$ cat src/rtl/shf_pkg.sv
package shf_pkg;

  typedef enum logic [1:0] {
    OP_SRL = 2'b00,
    OP_SLL = 2'b01,
    OP_ROR = 2'b10,
    OP_ROL = 2'b11
  } shift_op_e;

  // strobes from control to datapath: which halves receive the data word
  typedef struct packed {
    logic hiTakesData;
    logic loTakesData;
  } load_strobe_t;

endpackage

$ cat src/rtl/shf_ctrl.sv
module shf_ctrl #(
  parameter int WIDTH = 8,
  localparam int AW = (WIDTH > 1) ? $clog2(WIDTH) : 1
) (
  input  logic [1:0]           opCode,
  input  logic [AW-1:0]        shiftAmt,
  output shf_pkg::load_strobe_t strobe,
  output logic [WIDTH-1:0]     colSel
);
  import shf_pkg::*;

  logic          towardMsb;
  logic [AW-1:0] negAmt;
  logic [AW-1:0] offset;
  logic          zeroAmt;

  assign zeroAmt   = (shiftAmt == '0);
  assign towardMsb = (opCode == OP_SLL) || (opCode == OP_ROL);
  // (WIDTH - k) mod WIDTH, valid because WIDTH is a power of two
  assign negAmt    = '0 - shiftAmt;
  assign offset    = towardMsb ? negAmt : shiftAmt;

  always_comb begin
    strobe = '0;
    unique case (shift_op_e'(opCode))
      OP_SRL: begin
        strobe.hiTakesData = 1'b0;
        strobe.loTakesData = 1'b1;
      end
      OP_SLL: begin
        // distance 0 selects column 0, which reads the low half
        strobe.hiTakesData = 1'b1;
        strobe.loTakesData = zeroAmt;
      end
      OP_ROR, OP_ROL: begin
        strobe.hiTakesData = 1'b1;
        strobe.loTakesData = 1'b1;
      end
      default: strobe = '0;
    endcase
  end

  for (genvar j = 0; j < WIDTH; j++) begin : g_dec
    assign colSel[j] = (offset == AW'(j));
  end

endmodule

$ cat src/rtl/shf_window.sv
module shf_window #(
  parameter int WIDTH = 8
) (
  input  logic [WIDTH-1:0] hiWord,
  input  logic [WIDTH-1:0] loWord,
  input  logic [WIDTH-1:0] colSel,
  output logic [WIDTH-1:0] winOut,
  output logic             winErr
);
  localparam int SPAN = 2 * WIDTH;

  logic [SPAN-1:0]  srcBits;
  logic [WIDTH-1:0] rawOut;
  logic             selIsOneHot;

  assign srcBits = {hiWord, loWord};

  // AND-OR column array: output bit i reads source bit i+j for the live column j
  for (genvar i = 0; i < WIDTH; i++) begin : g_row
    assign rawOut[i] = |(colSel & srcBits[i +: WIDTH]);
  end

  assign selIsOneHot = $onehot(colSel);
  assign winOut      = selIsOneHot ? rawOut : '0;
  assign winErr      = ~selIsOneHot;

endmodule

$ cat src/rtl/shf_datapath.sv
module shf_datapath #(
  parameter int WIDTH = 8
) (
  input  logic                  directEn,
  input  shf_pkg::load_strobe_t strobe,
  input  logic [WIDTH-1:0]      ctrlSel,
  input  logic [WIDTH-1:0]      dataIn,
  input  logic [WIDTH-1:0]      hiIn,
  input  logic [WIDTH-1:0]      loIn,
  input  logic [WIDTH-1:0]      colSelIn,
  output logic [WIDTH-1:0]      winOut,
  output logic                  winErr
);
  logic [WIDTH-1:0] hiWord;
  logic [WIDTH-1:0] loWord;
  logic [WIDTH-1:0] coreSel;

  always_comb begin
    if (directEn) begin
      hiWord  = hiIn;
      loWord  = loIn;
      coreSel = colSelIn;
    end else begin
      hiWord  = strobe.hiTakesData ? dataIn : '0;
      loWord  = strobe.loTakesData ? dataIn : '0;
      coreSel = ctrlSel;
    end
  end

  shf_window #(.WIDTH(WIDTH)) u_window (
    .hiWord (hiWord),
    .loWord (loWord),
    .colSel (coreSel),
    .winOut (winOut),
    .winErr (winErr)
  );

endmodule

$ cat src/rtl/shf_outstage.sv
module shf_outstage #(
  parameter int WIDTH   = 8,
  parameter bit REG_OUT = 1'b1
) (
  input  logic             clk,
  input  logic             rstN,
  input  logic [WIDTH-1:0] winOut,
  input  logic             winErr,
  output logic [WIDTH-1:0] dataOut,
  output logic             selError
);
  if (REG_OUT) begin : g_reg
    always_ff @(posedge clk or negedge rstN) begin
      if (!rstN) begin
        dataOut  <= '0;
        selError <= 1'b0;
      end else begin
        dataOut  <= winOut;
        selError <= winErr;
      end
    end
  end else begin : g_comb
    assign dataOut  = winOut;
    assign selError = winErr;
  end

endmodule

$ cat src/rtl/funnel_shifter.sv
module funnel_shifter #(
  parameter int WIDTH   = 8,
  parameter bit REG_OUT = 1'b1,
  localparam int AW = (WIDTH > 1) ? $clog2(WIDTH) : 1
) (
  input  logic             clk,
  input  logic             rstN,
  input  logic             directEn,
  input  logic [1:0]       opCode,
  input  logic [AW-1:0]    shiftAmt,
  input  logic [WIDTH-1:0] dataIn,
  input  logic [WIDTH-1:0] hiIn,
  input  logic [WIDTH-1:0] loIn,
  input  logic [WIDTH-1:0] colSelIn,
  output logic [WIDTH-1:0] dataOut,
  output logic             selError
);
  shf_pkg::load_strobe_t strobe;
  logic [WIDTH-1:0]      ctrlSel;
  logic [WIDTH-1:0]      winOut;
  logic                  winErr;

  shf_ctrl #(.WIDTH(WIDTH)) u_ctrl (
    .opCode   (opCode),
    .shiftAmt (shiftAmt),
    .strobe   (strobe),
    .colSel   (ctrlSel)
  );

  shf_datapath #(.WIDTH(WIDTH)) u_dp (
    .directEn (directEn),
    .strobe   (strobe),
    .ctrlSel  (ctrlSel),
    .dataIn   (dataIn),
    .hiIn     (hiIn),
    .loIn     (loIn),
    .colSelIn (colSelIn),
    .winOut   (winOut),
    .winErr   (winErr)
  );

  shf_outstage #(.WIDTH(WIDTH), .REG_OUT(REG_OUT)) u_out (
    .clk      (clk),
    .rstN     (rstN),
    .winOut   (winOut),
    .winErr   (winErr),
    .dataOut  (dataOut),
    .selError (selError)
  );

endmodule

$ cat config.mk
export PLATFORM = sky130hd
export DESIGN_NAME = funnel_shifter
export DESIGN_NICKNAME = d
export VERILOG_FILES = /design/src/rtl/shf_pkg.sv /design/src/rtl/shf_ctrl.sv /design/src/rtl/shf_window.sv /design/src/rtl/shf_datapath.sv /design/src/rtl/shf_outstage.sv /design/src/rtl/funnel_shifter.sv
export SDC_FILE = /design/constraint.sdc
export NUM_CORES = 1
export LEC_CHECK = 0
export ABC_AREA = 1
export BUFFER_PORTS_ARGS = -buffer_cell sky130_fd_sc_hd__buf_2
export CAP_MARGIN = 20
export CORE_MARGIN = 5
export CORE_UTILIZATION = 30
export CTS_BUF_LIST = sky130_fd_sc_hd__clkbuf_2
export DETAILED_ROUTE_END_ITERATION = 10
export MAX_ROUTING_LAYER = met4
export PLACE_DENSITY = 0.6
export SYNTH_ARGS = -nofsm -noshare
export SYNTH_HDL_FRONTEND = slang
export SYNTH_SLANG_ARGS = --single-unit
$ cat constraint.sdc
create_clock -name clk -period 0.8 [get_ports clk]
set_input_delay 0.04 -clock clk [delete_from_list [all_inputs] [get_ports clk]]
set_output_delay 0.04 -clock clk [all_outputs]
set_load 0.01 [all_outputs]
==> flow_summary.toml, run 1 <==
[timing]
tightest_slew_ps = 465.1
fmaxAchievable_mhz = 286.7
slew_headroom = 0.6878
fin_crit_sh = 4.360
setup_viol = 9
grt_setup_unrepaired = "true"
final_max_slew_viol_count = 0
finalHoldViolCount = 0
finalCriticalPeriod_ps = 3488
fin_ws_ps = -2688

[synth]
synth_compound_area_frac = 0.09696
synth-simple-area-share = 0.5287
synth_top_family_by_area = "simple AND/OR/NAND/NOR gates"
synthFlopType = "dfrtp_1"
synth_cell_types = 24
synthMuxAreaShare = 0
seq_area_frac_synth = 0.1518
avgSynthCellArea_um2 = 5.621
synthArstFlopShare = 1.000
synth_edf_count = 0
synthAdderAreaFrac = 0.1130
synth_xor_area_frac = 0
syn_nets = 315
syn_area_um2 = 1484
yosysWarnings = 0
yosys_register_bits = 9
synthCells = 264

[global_routing]
grt_max_degree = 17
grt_pass1_vias = 1856
grt_pass1_wl_um = 8431
gr-usage-all-layers = 0.1667
grt_overflow = 0
antenna_found_initial = 0

[floorplanning]
fp.dieW_um = 80.33
pin_count = 49
start_util = 0.3121
rows = 25
dieArea_um2 = 6453
die_h_um = 80.33
core_area_um2 = 4755

[place]
place.gp.congestion = 0.8988
place_hpwl_um = 4068
dpl.cell_count = 399
io_buffers = 47

[detailed_routing]
num_vias = 1931
vias_per_cell = 4.721
first_iter_violations = 114
antenna_left = 0
wirelength_um = 4862
first_pass_iters = 4
wl_per_cell_um = 11.89
drc = 0

[worst_setup_path]
worst-path-max-fanout = 5
critPathKind = "in2reg"
critPathLaunchType = "input port"
critPathCaptureType = "flip-flop"
cp.arrival_ps = 3650
required_ps = 960

[clock_tree]
clockRootBuffer = "clkbuf_2"
h-tree-depth = 1
clockBufferDepth = 2
path_clk_slew_ps = 90
cts_sinks = 9
cts_tree = "done"
cts_made_buffers = 3

[layout]
fillers = 534
final_util = 0.4613
num_antenna_cells = 0
drive_above_1_share = 0.3421
stdcell_count = 409
fin_nets = 394
area_growth_pct = 47.81

[power]
p_per_area_nw_per_um2 = 1478
ir_worst_vdd_mv = 0.7251
p_leak_uw = 0.001276

[worst_hold_path]
min_path_type = "in2async"

[status]
failed_checks = "setup timing"
outcome = "complete, but fails checks"

[job]
max_cap_viol_count = 0
==> synthesized netlist by cell type, types with 2 or more instances <==
master | instances | area, um^2
a21oi_4 | 2 | 32.53
dfrtp_1 | 9 | 225.2
a21oi_1 | 8 | 40.04
nor2_1 | 23 | 86.33
buf_2 | 2 | 10.01
buf_4 | 2 | 15.01
o21ai_0 | 4 | 20.02
fa_1 | 4 | 80.08
nand2_2 | 5 | 31.28
nand2_1 | 121 | 454.2
o21ai_1 | 3 | 15.01
inv_1 | 27 | 101.4
ha_1 | 7 | 87.58
nand3_1 | 37 | 185.2
==> sequential cells by signal, indices dropped and copies added, names as in the netlist <==
name,cells
u_out.dataOut,8
u_out.selError,1
==> area by class of cell <==
type,count,area (um^2),area share
clock buffer,4,20.02,0.009127
inverter,29,136.4,0.06218
multi-input combinational,221,1207,0.5505
sequential,9,225.2,0.1027
tap,67,83.83,0.03822
timing repair buffer,79,520.5,0.2373
==> final timing paths <==
kind                       slack (ps)         from  depth (start not counted)                    endpoint
setup / recovery                -2690  shiftAmt[0]                         22  u_out.dataOut[6]$_DFF_PN0_
hold / removal                    170         rstN                          2  u_out.dataOut[3]$_DFF_PN0_
max in group asynchronous         450         rstN                          2  u_out.dataOut[6]$_DFF_PN0_
min in group clk                  300      loIn[0]                          7  u_out.dataOut[0]$_DFF_PN0_
==> worst max-delay path, stage by stage <==
cell	delay [ps]
buf_12	90
inv_12	30
ha_4	150
ha_4	270
nand2_4	60
nand2_4	100
a21oi_4	60
nand2_2	80
inv_2	40
fa_1	510
inv_2	40
fa_1	470
inv_1	50
fa_1	510
ha_2	190
inv_2	40
fa_2	340
nor2_1	100
nand2_1	70
nand2_2	110
o2111ai_4	170
a21oi_1	150
==> what timing repair did <==
item | 4_1_cts | 5_1_grt
buffers inserted | 3 | 1
pin swaps | 4 | 2
gates resized for setup | 10 | 9
hold buffers | 1 | 0
endpoints found under the setup margin | 11 | 18
gates cloned | 1 | 0
endpoints found under the hold margin | 9 | 0
==> cell usage in the layout, fill, tap and decap left out, types with 3 or more instances in the layout <==
| cell type | synthesis | final |
|---|---|---|
| dfrtp_1 | 9 | 9 |
| ha_1 | 7 | 4 |
| o21ai_0 | 4 | 4 |
| clkbuf_2 | 0 | 4 |
| buf_4 | 2 | 30 |
| nand2_2 | 5 | 8 |
| a21oi_2 | 0 | 6 |
| nand3_1 | 37 | 37 |
| buf_12 | 0 | 3 |
| nand2_1 | 121 | 117 |
| nor2_1 | 23 | 23 |
| inv_2 | 1 | 4 |
| o21ai_1 | 3 | 3 |
| fa_1 | 4 | 3 |
| inv_1 | 27 | 22 |
| buf_2 | 2 | 45 |
==> cells by family after synthesis <==
logic type | count (synthesis)
AND/OR/NAND/NOR | 189
buffers and inverters | 35
AO/OA/AOI/OAI | 20
adder cells (fa/ha/maj) | 11
flip-flops | 9
==> through the flow <==
step	hold slack (ps)	setup WS, ps	power, uW	instance area, um^2	TNS [ps]
after floorplan	-255.6	-2763	1950	1567	-24820
after global placement	-105.5	-2973	2644	2049	-26690
after detailed placement	-98.69	-3099	2679	2049	-27780
after CTS	167.0	-2665	3177	2156	-23920
after global routing	164.2	-2787	3558	2193	-25110
final	168.8	-2688	3242	2193	-23890
==> layer usage <==
layer | routed length [um] | GRT usage | vias up
met3 | 257 | 0.02018 | 12
met5 | 0 | - | -
met1 | 2009 | 0.2079 | 855
met4 | 151 | 0.06081 | 0
li1 | - | - | 989
met2 | 2444 | 0.2765 | 75
==> report_power, final <==
part / switching, uW / leakage [uW] / total [uW] / internal (uW)
sequential: 45.4 / 0.000117 / 705 / 660
clock: 151 / 0.0000166 / 284 / 133
combinational: 1280 / 0.00114 / 2250 / 972
(Power assumes the default switching activity.)
==> run 2, diff against run 1 <==
--- a/config.mk
+++ b/config.mk
@@ -5,7 +5,6 @@
 export SDC_FILE = /design/constraint.sdc
 export NUM_CORES = 1
 export LEC_CHECK = 0
-export ABC_AREA = 1
 export BUFFER_PORTS_ARGS = -buffer_cell sky130_fd_sc_hd__buf_2
 export CAP_MARGIN = 20
 export CORE_MARGIN = 5
@@ -13,7 +12,8 @@
 export CTS_BUF_LIST = sky130_fd_sc_hd__clkbuf_2
 export DETAILED_ROUTE_END_ITERATION = 10
 export MAX_ROUTING_LAYER = met4
-export PLACE_DENSITY = 0.6
+export PLACE_DENSITY = 0.61
+export SETUP_SLACK_MARGIN = 0.15
 export SYNTH_ARGS = -nofsm -noshare
 export SYNTH_HDL_FRONTEND = slang
 export SYNTH_SLANG_ARGS = --single-unit
==> flow_summary.toml, run 2 <==
[timing]
slew_headroom = 0.6572
grt_setup_unrepaired = "true"
tightest_slew_ps = 511.2
fmaxAchievable_mhz = 282.6
setup_viol = 9
final_max_slew_viol_count = 0
fin_crit_sh = 4.423
whs_ps = 171.8
fin_ws_ps = -2739
finalCriticalPeriod_ps = 3539
finalHoldViolCount = 0

[floorplanning]
die_h_um = 76.05
core_area_um2 = 4294
rows = 24
dieArea_um2 = 5784
pin_count = 49
fp.dieW_um = 76.05
start_util = 0.3048

[power]
p_per_area_nw_per_um2 = 1616
fin_total_pwr_uw = 3452
p_leak_uw = 0.0009782
ir_worst_vdd_mv = 0.5618

[synth]
yosysTopAreaCell = "dfrtp_1"
yosys-top-cells-area = "dfrtp_1, o22ai_1, a22oi_2"
synth_edf_count = 0
yosys_register_bits = 9
syn_area_um2 = 1309
synthFlopType = "dfrtp_1"
synthCells = 150
synth_cell_types = 33
yosysTopAreaCellShare = 0.1721
avgSynthCellArea_um2 = 8.725
synth_common_cells = "o22ai_1, inv_1, a21oi_1, nor2b_1, dfrtp_1"
seq_area_frac_synth = 0.1721
yosysWarnings = 0
synthArstFlopShare = 1.000
yosysMostFrequentCell = "o22ai_1"
syn_nets = 201

[place]
place.gp.congestion = 0.8702
place_hpwl_um = 3480
io_buffers = 47

[layout]
regMostFlops = "u_out.dataOut"
mostFrequentLayoutCells = "buf_2, buf_4, o22ai_1, nor2b_1, dfrtp_1"
final_util = 0.4974
area_growth_pct = 63.19
num_antenna_cells = 0
largest_reg_flops = 8
reg_top3 = "u_out.dataOut x8, u_out.selError x1"
drive_above_1_share = 0.5792
fillers = 416
layout_commonest_cell = "buf_2"
fin_nets = 292

[detailed_routing]
antenna_left = 0
wirelength_um = 4443
num_vias = 1607
vias_per_cell = 5.503
drc = 0
wl_per_cell_um = 15.22
first_iter_violations = 122
first_pass_iters = 4

[status]
outcome = "complete, but fails checks"
failed_checks = "setup timing"

[clock_tree]
cts_tree = "done"
path_clk_slew_ps = 90
cts_sinks = 9
clockBufferDepth = 2
h-tree-depth = 1
clockRootBuffer = "clkbuf_2"
cts_made_buffers = 3

[worst_hold_path]
min_path_type = "in2async"

[global_routing]
antenna_found_initial = 0
gr-usage-all-layers = 0.1555
grt_pass1_wl_um = 7500
grt_pass1_vias = 1568
grt_overflow = 0
grt_max_degree = 26

[worst_setup_path]
critPathCaptureType = "flip-flop"
critPathKind = "in2reg"
required_ps = 950
cp.arrival_ps = 3690
worst-path-max-fanout = 5
critPathLaunchType = "input port"

[job]
max_cap_viol_count = 0
run 2: what timing repair did:
item	CTS	global route
cloned	1	0
hold buffers	1	0
setup buffers	1	1
hold endpoints to repair	9	0
gates resized for setup	16	10
pin swaps	4	7
endpoints found under the setup margin	18	18
run 2: cell families after synthesis:
| family | share of synthesized area |
|---|---|
| AO/OA/AOI/OAI | 0.4044 |
| adder cells (fa/ha/maj) | 0.1281 |
| buffers and inverters | 0.09082 |
| flip-flops | 0.1721 |
| multiplexers | 0.07170 |
| AND/OR/NAND/NOR | 0.1329 |
run 2: stage by stage:
step / std cells / TNS [ps] / worst slack, ps / cell area, um^2
2_1_floorplan: 150 / -25020 / -2807 / 1428
6_report: 292 / -24120 / -2739 / 2136
3_5_place_dp: 284 / -28180 / -3185 / 1973
4_1_cts: 291 / -24520 / -2758 / 2078
5_1_grt: 292 / -25370 / -2849 / 2136
3_3_place_gp: 284 / -27040 / -3026 / 1973
run 2: layer usage:
layer,wire (um),GRT usage,share of wire,vias to the layer above
li1,-,-,-,767
met5,0,-,0,-
met3,419,0.02128,0.094,6
met1,1954,0.2195,0.44,737
met4,34,0.03322,0.0077,0
met2,2035,0.2372,0.46,97
run 2: worst max-delay path: stages:
cell and delay (ps):
buf_12 90, inv_12 30, ha_4 150, ha_4 270
mux2i_4 110, mux2i_4 180, nor2_2 70, fa_1 540
inv_2 40, fa_1 490, inv_2 40, fa_1 510
ha_2 180, inv_2 40, fa_2 590, nand3_4 120
a31oi_1 180
run 2: final cells by class:
type,instances,area [um^2],share of cell area
Timing Repair Buffer,92,605.6,0.2835
Sequential cell,9,225.2,0.1054
Tap cell,52,65.06,0.03046
Multi-Input combinational cell,122,1146,0.5366
Clock buffer,4,20.02,0.009373
Inverter,13,73.82,0.03456
run 2: worst max path at each step:
| stage | startpoint | end | slack (ps) |
|---|---|---|---|
| finish | shiftAmt[0] | u_out.dataOut[1]$_DFF_PN0_ | -2740 |
| global route | shiftAmt[1] | u_out.dataOut[1]$_DFF_PN0_ | -2850 |
| CTS | shiftAmt[0] | u_out.dataOut[1]$_DFF_PN0_ | -2760 |
| detailed placement | shiftAmt[0] | u_out.dataOut[7]$_DFF_PN0_ | -3180 |
| global placement | shiftAmt[0] | u_out.dataOut[7]$_DFF_PN0_ | -3030 |
| floorplan | shiftAmt[1] | u_out.dataOut[0]$_DFF_PN0_ | -2810 |
run 2: power by group:
part | leakage [uW] | switching [uW] | total (uW) | internal (uW)
combinational | 0.000844 | 1340 | 2470 | 1130
sequential | 0.000117 | 44.0 | 706 | 662
clock | 0.0000166 | 148 | 281 | 133
total | 0.000978 | 1530 | 3450 | 1920
